$ cat src/rtl/mdio_pkg.sv
// Package: shared constants for the MDIO master.
// Assumes a 32-bit register bus and a Clause 22 frame of 32 bits.
package mdio_pkg;
    localparam int REG_W     = 32;
    localparam int FRAME_W   = 32;
    localparam int PRE_LEN   = 32;
    localparam int DATA_W    = 16;
    // field positions inside the command word; the word is the frame, MSB first
    localparam int OP_LSB    = 28;
    localparam int TA_LSB    = 16;
    // control register bits
    localparam int PRE_BIT   = 7;
    localparam int BUSY_BIT  = 8;
    // register offsets
    localparam int CTRL_OFS  = 0;
    localparam int DATA_OFS  = 4;
    localparam logic [1:0] OP_READ = 2'b10;
    // frame slot where the turnaround begins, and first data slot
    localparam int TA_SLOT   = FRAME_W - 2 - TA_LSB;
    localparam int DATA_SLOT = FRAME_W - DATA_W;
endpackage

$ cat src/rtl/mdio_mdc_gen.sv
// Module: MDC generator. While en is high, MDC toggles every div+1 cycles,
// and one-cycle ticks flag the cycle right before each rising or falling edge.
// Assumes en drops in the same cycle as the final falling tick.
module mdio_mdc_gen #(
    parameter int DIV_W = 7
) (
    input  logic             clk,
    input  logic             rst_n,
    input  logic             en,
    input  logic [DIV_W-1:0] div,
    output logic             mdc,
    output logic             rise_tick,
    output logic             fall_tick
);
    logic [DIV_W-1:0] cnt;
    logic             mdc_q;
    logic             wrap;

    assign wrap      = en && (cnt == div);
    assign rise_tick = wrap && !mdc_q;
    assign fall_tick = wrap && mdc_q;
    assign mdc       = mdc_q;

    // half-period counter and MDC toggle; held low and cleared when idle
    always_ff @(posedge clk) begin
        if (!rst_n || !en) begin
            cnt   <= '0;
            mdc_q <= 1'b0;
        end else if (wrap) begin
            cnt   <= '0;
            mdc_q <= ~mdc_q;
        end else begin
            cnt   <= cnt + 1'b1;
        end
    end
endmodule

$ cat src/rtl/mdio_frame_seq.sv
// Module: frame sequencer. It latches a command word at launch, sends the
// optional preamble and then the word MSB first, one bit per MDC period,
// and collects the read data. Assumes fall_tick/rise_tick come from MDC.
module mdio_frame_seq
    import mdio_pkg::*;
(
    input  logic               clk,
    input  logic               rst_n,
    input  logic               launch,
    input  logic [FRAME_W-1:0] cmd_in,
    input  logic               pre_en,
    input  logic               rise_tick,
    input  logic               fall_tick,
    input  logic               mdio_i,
    output logic               busy,
    output logic               mdio_o,
    output logic               mdio_oe,
    output logic [DATA_W-1:0]  rd_data
);
    localparam int SLOT_W = $clog2(FRAME_W + PRE_LEN + 1);
    localparam int BIT_W  = $clog2(FRAME_W);

    logic               busy_q;
    logic               pre_q;
    logic [SLOT_W-1:0]  slot;
    logic [FRAME_W-1:0] cmd_q;
    logic [DATA_W-1:0]  rd_q;
    logic [SLOT_W-1:0]  off;
    logic [SLOT_W-1:0]  last;
    logic [SLOT_W-1:0]  fidx;
    logic [BIT_W-1:0]   bpos;
    logic               in_pre;
    logic               is_read;

    assign off     = pre_q ? SLOT_W'(PRE_LEN) : '0;
    assign last    = off + SLOT_W'(FRAME_W - 1);
    assign in_pre  = slot < off;
    assign fidx    = slot - off;
    assign bpos    = BIT_W'(FRAME_W - 1) - fidx[BIT_W-1:0];
    assign is_read = (cmd_q[OP_LSB+1:OP_LSB] == OP_READ);

    // line drive: ones in the preamble, then the word; released for read data
    assign mdio_o  = !busy_q || in_pre || cmd_q[bpos];
    assign mdio_oe = busy_q && (in_pre || !is_read || fidx < SLOT_W'(TA_SLOT));
    assign busy    = busy_q;
    assign rd_data = rd_q;

    // launch, slot advance on each falling MDC edge, and finish
    always_ff @(posedge clk) begin
        if (!rst_n) begin
            busy_q <= 1'b0;
            pre_q  <= 1'b0;
            slot   <= '0;
            cmd_q  <= '0;
        end else if (launch && !busy_q) begin
            busy_q <= 1'b1;
            pre_q  <= pre_en;
            slot   <= '0;
            cmd_q  <= cmd_in;
        end else if (busy_q && fall_tick) begin
            if (slot == last) begin
                busy_q <= 1'b0;
                slot   <= '0;
            end else begin
                slot   <= slot + 1'b1;
            end
        end
    end

    // read data capture on rising MDC edges of the data slots
    always_ff @(posedge clk) begin
        if (!rst_n) begin
            rd_q <= '0;
        end else if (busy_q && rise_tick && is_read && !in_pre
                     && fidx >= SLOT_W'(DATA_SLOT)) begin
            rd_q <= {rd_q[DATA_W-2:0], mdio_i};
        end
    end

    // the slot only moves on a falling MDC edge
    p_slot_on_fall_r6: assert property (@(posedge clk) disable iff (!rst_n)
        (busy_q && $past(busy_q) && slot != $past(slot)) |-> $past(fall_tick));

    // a launch while busy leaves the running command untouched
    p_ignore_busy_r10: assert property (@(posedge clk) disable iff (!rst_n)
        (launch && busy_q) |=> $stable(cmd_q));
endmodule

$ cat src/rtl/mdio_master.sv
// Module: MDIO master top. It holds the control and data registers, decodes
// bus writes, and connects the MDC generator to the frame sequencer.
// Assumes single-cycle write strobes and a combinational read port.
module mdio_master
    import mdio_pkg::*;
#(
    parameter int ADDR_W = 3,
    parameter int DIV_W  = 7
) (
    input  logic              clk,
    input  logic              rst_n,
    input  logic [ADDR_W-1:0] bus_addr,
    input  logic              bus_wr,
    input  logic [REG_W-1:0]  bus_wdata,
    output logic [REG_W-1:0]  bus_rdata,
    output logic              mdc,
    output logic              mdio_o,
    output logic              mdio_oe,
    input  logic              mdio_i
);
    logic [DIV_W-1:0]  div_q;
    logic              pre_en_q;
    logic              busy;
    logic              rise_tick;
    logic              fall_tick;
    logic              wr_ctrl;
    logic              wr_data;
    logic [DATA_W-1:0] rd_data;

    assign wr_ctrl = bus_wr && (bus_addr == ADDR_W'(CTRL_OFS));
    assign wr_data = bus_wr && (bus_addr == ADDR_W'(DATA_OFS));

    // control register: divisor and preamble switch
    always_ff @(posedge clk) begin
        if (!rst_n) begin
            div_q    <= '0;
            pre_en_q <= 1'b0;
        end else if (wr_ctrl) begin
            div_q    <= bus_wdata[DIV_W-1:0];
            pre_en_q <= bus_wdata[PRE_BIT];
        end
    end

    // register read mux
    always_comb begin
        bus_rdata = '0;
        if (bus_addr == ADDR_W'(CTRL_OFS)) begin
            bus_rdata[DIV_W-1:0] = div_q;
            bus_rdata[PRE_BIT]   = pre_en_q;
            bus_rdata[BUSY_BIT]  = busy;
        end else if (bus_addr == ADDR_W'(DATA_OFS)) begin
            bus_rdata[DATA_W-1:0] = rd_data;
        end
    end

    mdio_mdc_gen #(.DIV_W(DIV_W)) clkgen_i (
        .clk       (clk),
        .rst_n     (rst_n),
        .en        (busy),
        .div       (div_q),
        .mdc       (mdc),
        .rise_tick (rise_tick),
        .fall_tick (fall_tick)
    );

    mdio_frame_seq seq_i (
        .clk       (clk),
        .rst_n     (rst_n),
        .launch    (wr_data),
        .cmd_in    (bus_wdata),
        .pre_en    (pre_en_q),
        .rise_tick (rise_tick),
        .fall_tick (fall_tick),
        .mdio_i    (mdio_i),
        .busy      (busy),
        .mdio_o    (mdio_o),
        .mdio_oe   (mdio_oe),
        .rd_data   (rd_data)
    );

    // an idle data write raises busy on the next cycle
    p_busy_set_r3: assert property (@(posedge clk) disable iff (!rst_n)
        (wr_data && !busy) |=> busy);

    // MDC is held low whenever the master is idle
    p_mdc_idle_r4: assert property (@(posedge clk) disable iff (!rst_n)
        !busy |=> !mdc);

    // busy ends together with a falling MDC edge
    p_busy_end_r9: assert property (@(posedge clk) disable iff (!rst_n)
        $fell(busy) |-> (!mdc && $past(mdc)));
endmodule

$ cat config.mk
export PLATFORM = sky130hd
export DESIGN_NAME = mdio_master
export DESIGN_NICKNAME = d
export VERILOG_FILES = /design/src/rtl/mdio_pkg.sv /design/src/rtl/mdio_mdc_gen.sv /design/src/rtl/mdio_frame_seq.sv /design/src/rtl/mdio_master.sv
export SDC_FILE = /design/constraint.sdc
export NUM_CORES = 1
export LEC_CHECK = 0
export BUFFER_PORTS_ARGS = -buffer_cell sky130_fd_sc_hd__buf_2
export CORE_AREA = 2 2 91 93
export DETAILED_ROUTE_END_ITERATION = 8
export DIE_AREA = 0 0 93 95
export PLACE_DENSITY_LB_ADDON = 0.05
export RECOVER_POWER = 50
export SYNTH_ARGS = -nofsm -noshare
export SYNTH_HDL_FRONTEND = slang
export SYNTH_SLANG_ARGS = --single-unit
$ cat constraint.sdc
create_clock -name clk -period 2.5 [get_ports clk]
set_clock_uncertainty 0.1 [all_clocks]
set_input_delay 0.375 -clock clk [delete_from_list [all_inputs] [get_ports clk]]
set_output_delay 0.375 -clock clk [all_outputs]
set_load 0.01 [all_outputs]
* Word-level counts from Yosys, hierarchy flattened
Cells that the tools add are included.
** Operators by class
- Reductions and logical operators :: 28
- Bitwise gates (word level) :: 2
- Equality and inequality tests :: 4
- Add/sub/neg operators :: 5
- Magnitude comparators :: 4
- Muxes and demuxes :: 10
** Operator list (count)
- $mux 16 :: 1
- $add 7x1->7 const B :: 2
- $eq 7x7->1 :: 2
- $mux 7 :: 2
- $logic_and 1x1->1 :: 12
- $mux 9 :: 1
- $add 7x5->7 const B :: 1
- $ge 7x5->1 const B :: 1
- $lt 7x4->1 const B :: 1
- $lt 7x7->1 :: 1
- $sub 7x7->7 :: 1
- $lt 5x6->1 const B :: 1
- $mux 6 :: 1
- $bmux 1 s5 :: 1
- $logic_not 1->1 :: 5
- $logic_or 1x1->1 :: 5
- $sub 5x5->5 const A :: 1
- $mux 1 :: 4
- $reduce_bool 2->1 :: 2
- $reduce_or 2->1 :: 2
- $eq 3x3->1 const B :: 1
- $logic_not 3->1 :: 1
- $eq 2x2->1 const B :: 1
- $not 1->1 :: 2
- $reduce_and 2->1 :: 1
** Word-level totals
- Bits in registers :: 73
- Word-level logic and storage cells :: 62
- Output and inout bits :: 35
- Input bits :: 39

* Longest topological paths before layout
Gate-level depths: netlist of run 1.
- Depth after elaboration :: 7
- Depth in mapped cells :: 9

* Hierarchy
A second synthesis of run 1 with hierarchy kept.
** Second synthesis, totals
- Cells, all modules :: 406
- Area total of the unflattened synthesis :: 3631.0 um^2
** By module, submodules not included
- mdio_frame_seq :: area each 2571.2 um^2, instances 1, cells each 278, seq. area each 1141.1 um^2
- mdio_master :: area each 671.9 um^2, instances 1, cells each 84, seq. area each 160.2 um^2
- mdio_mdc_gen :: area each 387.9 um^2, instances 1, cells each 44, seq. area each 160.2 um^2

* Least setup slack after synthesis of run 1
OpenSTA, ideal clock, no wires.
- Kind :: flip-flop to flip-flop
- Start point :: register seq_i.slot[5]
- End point :: register seq_i.rd_q[0] (netlist: seq_i.rd_data[0])
- Library setup time :: 0.128 ns
- Stages on the path, launching flop included :: 10
- Period minus slack after synthesis :: 2.292 ns
- Data arrival time :: 2.064 ns
- Path slack :: 0.208 ns
- Path through :: dfxtp_1 > inv_1 > ha_1 > ha_1 > nor3b_1 > o21ai_1 > nor4_4 > buf_6 > mux2i_1 > nor2_1
** On the way
- Longest elaborated chain between the ends :: 4
** Ends and longest elaborated chain
- from (decl) :: RTL line mdio_frame_seq.sv:25 : logic [SLOT_W-1:0] slot;
- from (signal assigned) :: RTL line mdio_frame_seq.sv:65 : slot <= slot + 1'b1;
- parallel branches: the longest is 3 deep, another holds $sub 7x7->7
- $logic_and 1x1->1 (*) :: RTL line mdio_frame_seq.sv:75 : && fidx >= SLOT_W'(DATA_SLOT)) begin
- to (signal assigned) :: RTL line mdio_frame_seq.sv:76 : rd_q <= {rd_q[DATA_W-2:0], mdio_i};
- to (decl) :: RTL line mdio_frame_seq.sv:27 : logic [DATA_W-1:0] rd_q;
Mark *: on every way between the ends.
A chain may end at the register's enable or synchronous reset.

* Worst setup path in the final report of run 1
- Start point :: register seq_i.slot[1]
- End point :: output port mdio_o
** On the way
- Longest elaborated chain between the ends :: 5
** Ends and longest elaborated chain
- $sub 7x7->7 :: RTL line mdio_frame_seq.sv:38 : assign fidx = slot - off;
- $sub 5x5->5 :: RTL line mdio_frame_seq.sv:39 : assign bpos = BIT_W'(FRAME_W - 1) - fidx[BIT_W-1:0];
- $bmux 1 s5 :: RTL line mdio_frame_seq.sv:43 : assign mdio_o = !busy_q || in_pre || cmd_q[bpos];
- $mux 1 (implied by the code) :: RTL line mdio_frame_seq.sv:43
- $logic_or 1x1->1 (*) :: RTL line mdio_frame_seq.sv:43
- to (decl) :: RTL line mdio_master.sv:17 : output logic mdio_o,
Mark *: on every way between the ends. The rest lies on a longest branch, timed or not. The select of a mux whose other input is x is not followed.

==> impl_metrics.tcl, run 1 <==
set metrics [dict create \
    critical_path.max_stage_delay_ns 0.36 \
    crit_path_start_kind "flip-flop" \
    synthMostInstantiatedCell "dfxtp_1" \
    areaGrowthSynthToFinish_pct 16.53 \
    seq_area_frac_synth 0.4282 \
    fin_crit_ns 2.357 \
    n_antenna_cell 0 \
    synthFlopType "dfxtp_1" \
    nets 458 \
    yosysWarningCount 0 \
    critPathRequiredTime_ns 2.03 \
    crit_chain "buf_4 -> a2111oi_1 -> a31oi_1 -> a311oi_1 -> nand3_1 -> buf_2" \
    syn_area_um2 3413 \
    htreeDepth 3 \
    drv_slew 0 \
    die_w_um 93 \
    overflow 0 \
    dp_slack_ns 0.2137 \
    final_cells 525 \
    cap_violations 0 \
    rows 33 \
    synthTopCellsByArea "dfxtp_1 (43%), mux2i_1 (12%), a22o_1 (8.5%)" \
    die_h_um 95 \
    wire_per_inst_um 14.70 \
    status "finished, final reports clean" \
    dpl.cell_count 509 \
    slowest_stage "a2111oi_1" \
    synthCells 358 \
    num-fill-cells 818 \
    async_reset_ff_frac 0 \
    cts_setup_buffers 0 \
    place_area_um2 3772 \
    final-seq-area_um2 1469 \
    die_area_um2 8835 \
    syn_avg_cell_area_um2 9.534 \
    place_congestion 0.8215 \
    synth_top_area_cell "dfxtp_1" \
    arrival_ns 1.88 \
    postRouteAntennaNets 0 \
    dp_hpwl_um 5526 \
    io_buffer_count 57 \
    cp-end-kind "output pin" \
    synth_top_area_frac 0.4282 \
    hold_class "in -> reg" \
    drc 0 \
    first_iter_violations 143 \
    ios 74 \
    grt_pass1_vias 2626 \
    synth_common_cells "dfxtp_1 (73), nor2_1 (42), mux2i_1 (41), a22o_1 (33), nand2_1 (24)" \
    fin_area_um2 3978 \
    numCtsBuffers 9 \
    cts_tree "done" \
    track_usage 0.1863 \
    fmax_ghz 0.4243 \
    num_vias 2692 \
    rsz0062_at_grt "true" \
    first_pass_iters 5 \
    drive_above_1_share 0.1905 \
    cellLeakagePower_nw 1.499 \
    yosysUniqueCellTypes 46 \
    finalCritPeriodShare 0.9426 \
    cts.sinks 73 \
    clk_pin_slew_ns 0.08 \
    powerDensity_nw_per_um2 593.8 \
    cts.path.max_buffers 2 \
    multi_input_area_um2 1762 \
    fin_ws_ns 0.1434 \
    worstSkewPairLatency_ns 0.34 \
    cts-root-buf "clkbuf_8" \
    worst_slew_margin_rel 0.4097 \
    whs_ns 0.1382 \
    finalHoldViolations 0 \
    synth_edf_count 0 \
    synth_seq_cells 73 \
    initial_core_util 0.4306 \
    via_per_inst 5.128 \
    grt_max_degree 35 \
    worst_pin_slew_ns 0.8835 \
    antenna_found_initial 0 \
    holdBufCountCts 0 \
    finalSetupViolations 0 \
    core_region_area_um2 7928 \
    path_max_fanout 9 \
    drt-total-wl_um 7717 \
    ir_drop_mv 0.3281 \
    grt_pass1_wl_um 12900 \
    critPathKind "reg -> out" \
]
-- logic make-up after synthesis --
kind of cell	count (synthesis)	synth area share
XOR/XNOR	14	0.04472
other	1	0.001099
multiplexers	41	0.1202
adder cells (fa/ha/maj)	4	0.01466
flip-flops	73	0.4282
AO/OA/AOI/OAI	68	0.1521
buffers and inverters	46	0.07185
AND/OR/NAND/NOR	111	0.1672
-- final timing paths --
check,from,slack [ns],to,cells past startpoint
max,seq_i.slot[1]$_SDFFE_PP0P_,0.14,mdio_o,6
min,bus_wdata[16],0.14,seq_i.cmd_q[16]$_SDFFE_PN0P_,2
max reg2reg,seq_i.slot[5]$_SDFFE_PP0P_,0.25,seq_i.rd_data[6]$_SDFFE_PN0P_,9
min reg2reg,clkgen_i.cnt[0]$_SDFF_PP0_,0.38,clkgen_i.cnt[0]$_SDFF_PP0_,1
-- registers in the layout, summed over array words and instances (netlist names) --
register	flops
seq_i.cmd_q	32
seq_i.rd_data	16
clkgen_i.cnt	7
div_q	7
seq_i.slot	7
clkgen_i.mdc	1
pre_en_q	1
seq_i.busy	1
seq_i.pre_q	1
-- timing repair --
item / CTS / global route
endpoints found under the setup margin: 1 / 2
resized for setup: 1 / 6
endpoints found under the hold margin: 0 / 0
cloned: 0 / 0
-- stage by stage --
stage | setup TNS, ns | power [mW] | util
floorplan | 0 | 1.307 | -
global placement | 0 | 1.345 | 0.4759
detailed placement | 0 | 1.345 | 0.4759
CTS | 0 | 2.397 | 0.5047
global route | -0.003271 | 2.462 | 0.5017
finish | 0 | 2.362 | 0.5017
-- worst max-delay path: cells and delay by family (launching register included) --
kind | cells | cell delay [ns]
DFF | 1 | 0.35
and+or+nand+nor | 1 | 0.13
buffers and inverters | 2 | 0.33
AOI/OAI and AO/OA | 3 | 0.74
-- report_power, final --
part / total [mW] / switching (mW) / internal, mW
registers: 1.19 / 0.0122 / 1.18
logic: 0.127 / 0.0766 / 0.0505
clock network: 1.05 / 0.454 / 0.593
total: 2.36 / 0.543 / 1.82
-- layout make-up --
cell class / instances / share of cell area
Multi-Input combinational cell: 254 / 0.4429
Clock buffer: 10 / 0.03460
Timing Repair Buffer: 68 / 0.08902
Tap cell: 105 / 0.03303
Clock inverter: 6 / 0.02265
Inverter: 9 / 0.008493
Sequential cell: 73 / 0.3693
-- routing by layer --
metal	share of wire	global-route usage	vias up
met5	0	0	-
met4	0.016	0.05637	0
met3	0.045	0.05267	9
met2	0.46	0.3050	71
met1	0.48	0.2400	1254
li1	-	-	1358
-- layout by cell type (no fill, tap or decap), drive strengths merged, types with 4 or more instances in the layout --
| cell type | count |
|---|---|
| dfxtp | 73 |
| buf | 50 |
| nand3 | 5 |
| nand2 | 24 |
| a21oi | 15 |
| xnor2 | 12 |
| conb | 16 |
| ha | 4 |
| a22o | 33 |
| clkbuf | 28 |
| and3 | 11 |
| nand4 | 6 |
| mux2i | 41 |
| nor2 | 42 |
| nor2b | 5 |
| inv | 9 |
(Power assumes the default switching activity.)
==> inputs of run 2 (changes only) <==
--- a/config.mk
+++ b/config.mk
@@ -11,6 +11,7 @@
 export DIE_AREA = 0 0 93 95
 export PLACE_DENSITY_LB_ADDON = 0.05
 export RECOVER_POWER = 50
+export REMOVE_ABC_BUFFERS = 1
 export SYNTH_ARGS = -nofsm -noshare
 export SYNTH_HDL_FRONTEND = slang
 export SYNTH_SLANG_ARGS = --single-unit
==> constraint.sdc (replaced) <==
create_clock -name clk -period 2.8 [get_ports clk]
set_clock_uncertainty 0.1 [all_clocks]
set_input_delay 0.42 -clock clk [delete_from_list [all_inputs] [get_ports clk]]
set_output_delay 0.42 -clock clk [all_outputs]
set_load 0.01 [all_outputs]
==> run 2 against run 1 <==
Effect of this change:
- first-iteration DRC count down 39%
- cell count down 0.57%
- power down 12%
- combinational power down 9%
- global-route usage down 0.94 points
- utilization down 0.60 points
- critical path type unchanged
==> impl_metrics.tcl, run 2 (synthesis gave the netlist of run 1 again) <==
set metrics [dict create \
    status "finished, final reports clean" \
    cts-root-buf "clkbuf_8" \
    setup_tns_ns 0 \
    drive_above_1_share 0.1799 \
    rsz0062_at_grt "false" \
    worst_slew_margin_rel 0.3739 \
    cts_tree "done" \
    fmax_ghz 0.3890 \
    nets 455 \
    r2r_slack_ns 0.55 \
    place_area_um2 3737 \
    htreeDepth 3 \
    postRouteAntennaNets 0 \
    die_area_um2 8835 \
    drc 0 \
    die_w_um 93 \
    worst_pin_slew_ns 0.9391 \
    drv_slew 0 \
    critPathRequiredTime_ns 2.28 \
    num_vias 2649 \
    place_congestion 0.7906 \
    crit_path_start_kind "flip-flop" \
    met2_length_um 3577 \
    cellLeakagePower_nw 1.477 \
    dr.max_layer_used "met4" \
    arrival_ns 2.05 \
    core_region_area_um2 7928 \
    cap_violations 0 \
    drt-total-wl_um 7549 \
    via_per_inst 5.075 \
    ir_drop_mv 0.3080 \
    path_max_fanout 10 \
    grt_pass1_wl_um 12190 \
    cts.path.max_buffers 2 \
    worstSkewPairLatency_ns 0.34 \
    drt-met1-wl_um 3520 \
    numCtsBuffers 9 \
    met3_length_um 336 \
    ios 74 \
    track_usage 0.1770 \
    final_cell_mix "dfxtp_1 (72), mux2i_1 (41), nor2_1 (41), buf_2 (41), a22o_1 (33)" \
    io_buffer_count 57 \
    dp_hpwl_um 5364 \
    finalCritPeriodShare 0.9182 \
    n_antenna_cell 0 \
    areaGrowthSynthToFinish_pct 15.14 \
    critPathKind "reg -> out" \
    initial_core_util 0.4306 \
    grt_max_degree 35 \
    clk_pin_slew_ns 0.08 \
    wire_per_inst_um 14.46 \
    die_h_um 95 \
    holdBufCountCts 0 \
    powerDensity_nw_per_um2 528.8 \
    first_pass_iters 4 \
    rows 33 \
    largest_reg_flops 32 \
    first_iter_violations 87 \
    hold_class "in -> reg" \
    fin_util 0.4957 \
    finalSetupViolations 0 \
    cp-end-kind "output pin" \
    antenna_found_initial 0 \
    cts.sinks 73 \
    final_common_cell "dfxtp_1" \
    finalHoldViolations 0 \
    regMostFlops "seq_i.cmd_q" \
    fin_crit_ns 2.571 \
    overflow 0 \
    fin_area_um2 3930 \
    grt_pass1_vias 2501 \
]
-- run 2: changes by cell type in the layout (fill, tap and decap cells not counted), sizes merged --
cell	before	now
inv	9	8
clkinv	3	5
buf	50	48
clkbuf	28	26
-- run 2: area by class of cell --
class                   instances  area (µm²)
clock inverters                 7       95.09
fillers                       794        3998
multi-input cells             254        1760
clock buffers                   9       123.9
inverters                       9       33.78
well taps                     105       131.4
repair buffers                 65       322.8
flip-flops and latches         73        1463
-- run 2: repair_timing --
item / in CTS / in global routing
resized for setup: 0 / 1
setup endpoints to repair: 0 / 1
buffers inserted: 0 / 0
-- run 2: worst paths after layout --
kind | start | to | cells past startpoint
max | seq_i.slot[1]$_SDFFE_PP0P_ | mdio_o | 6
min | bus_wdata[14] | seq_i.cmd_q[14]$_SDFFE_PN0P_ | 2
max reg2reg | seq_i.slot[5]$_SDFFE_PP0P_ | seq_i.rd_data[10]$_SDFFE_PN0P_ | 9
min reg2reg | seq_i.cmd_q[3]$_SDFFE_PN0P_ | seq_i.cmd_q[3]$_SDFFE_PN0P_ | 1
-- run 2: worst max-delay path: stages, from the launching register on --
cell	delay (ns)
dfxtp_1	0.52
buf_4	0.26
mux2i_1	0.25
a21oi_1	0.10
a311oi_1	0.29
nand3_1	0.13
buf_2	0.16
-- run 2: metal layers --
metal,vias to the layer above,track usage
met1,1226,0.2302
met5,-,0
met2,62,0.2850
met4,0,0.05760
li1,1352,-
met3,9,0.04948
-- run 2: through the flow --
stage | instances | hold slack [ns] | worst slack (ns) | power (mW)
3_5_place_dp | 506 | 0.3651 | 0.3887 | 1.202
2_1_floorplan | 336 | 0.3371 | 0.2771 | 1.142
4_1_cts | 522 | 0.1682 | 0.01528 | 2.113
5_1_grt | 522 | 0.1650 | 0.07513 | 2.167
3_3_place_gp | 506 | 0.3606 | 0.4368 | 1.201
6_report | 522 | 0.1851 | 0.2290 | 2.078
-- run 2: power by group --
group          internal [mW]  switching, mW
sequential              1.05         0.0110
clock                  0.501          0.400
combinational         0.0459         0.0694
total                   1.60          0.481
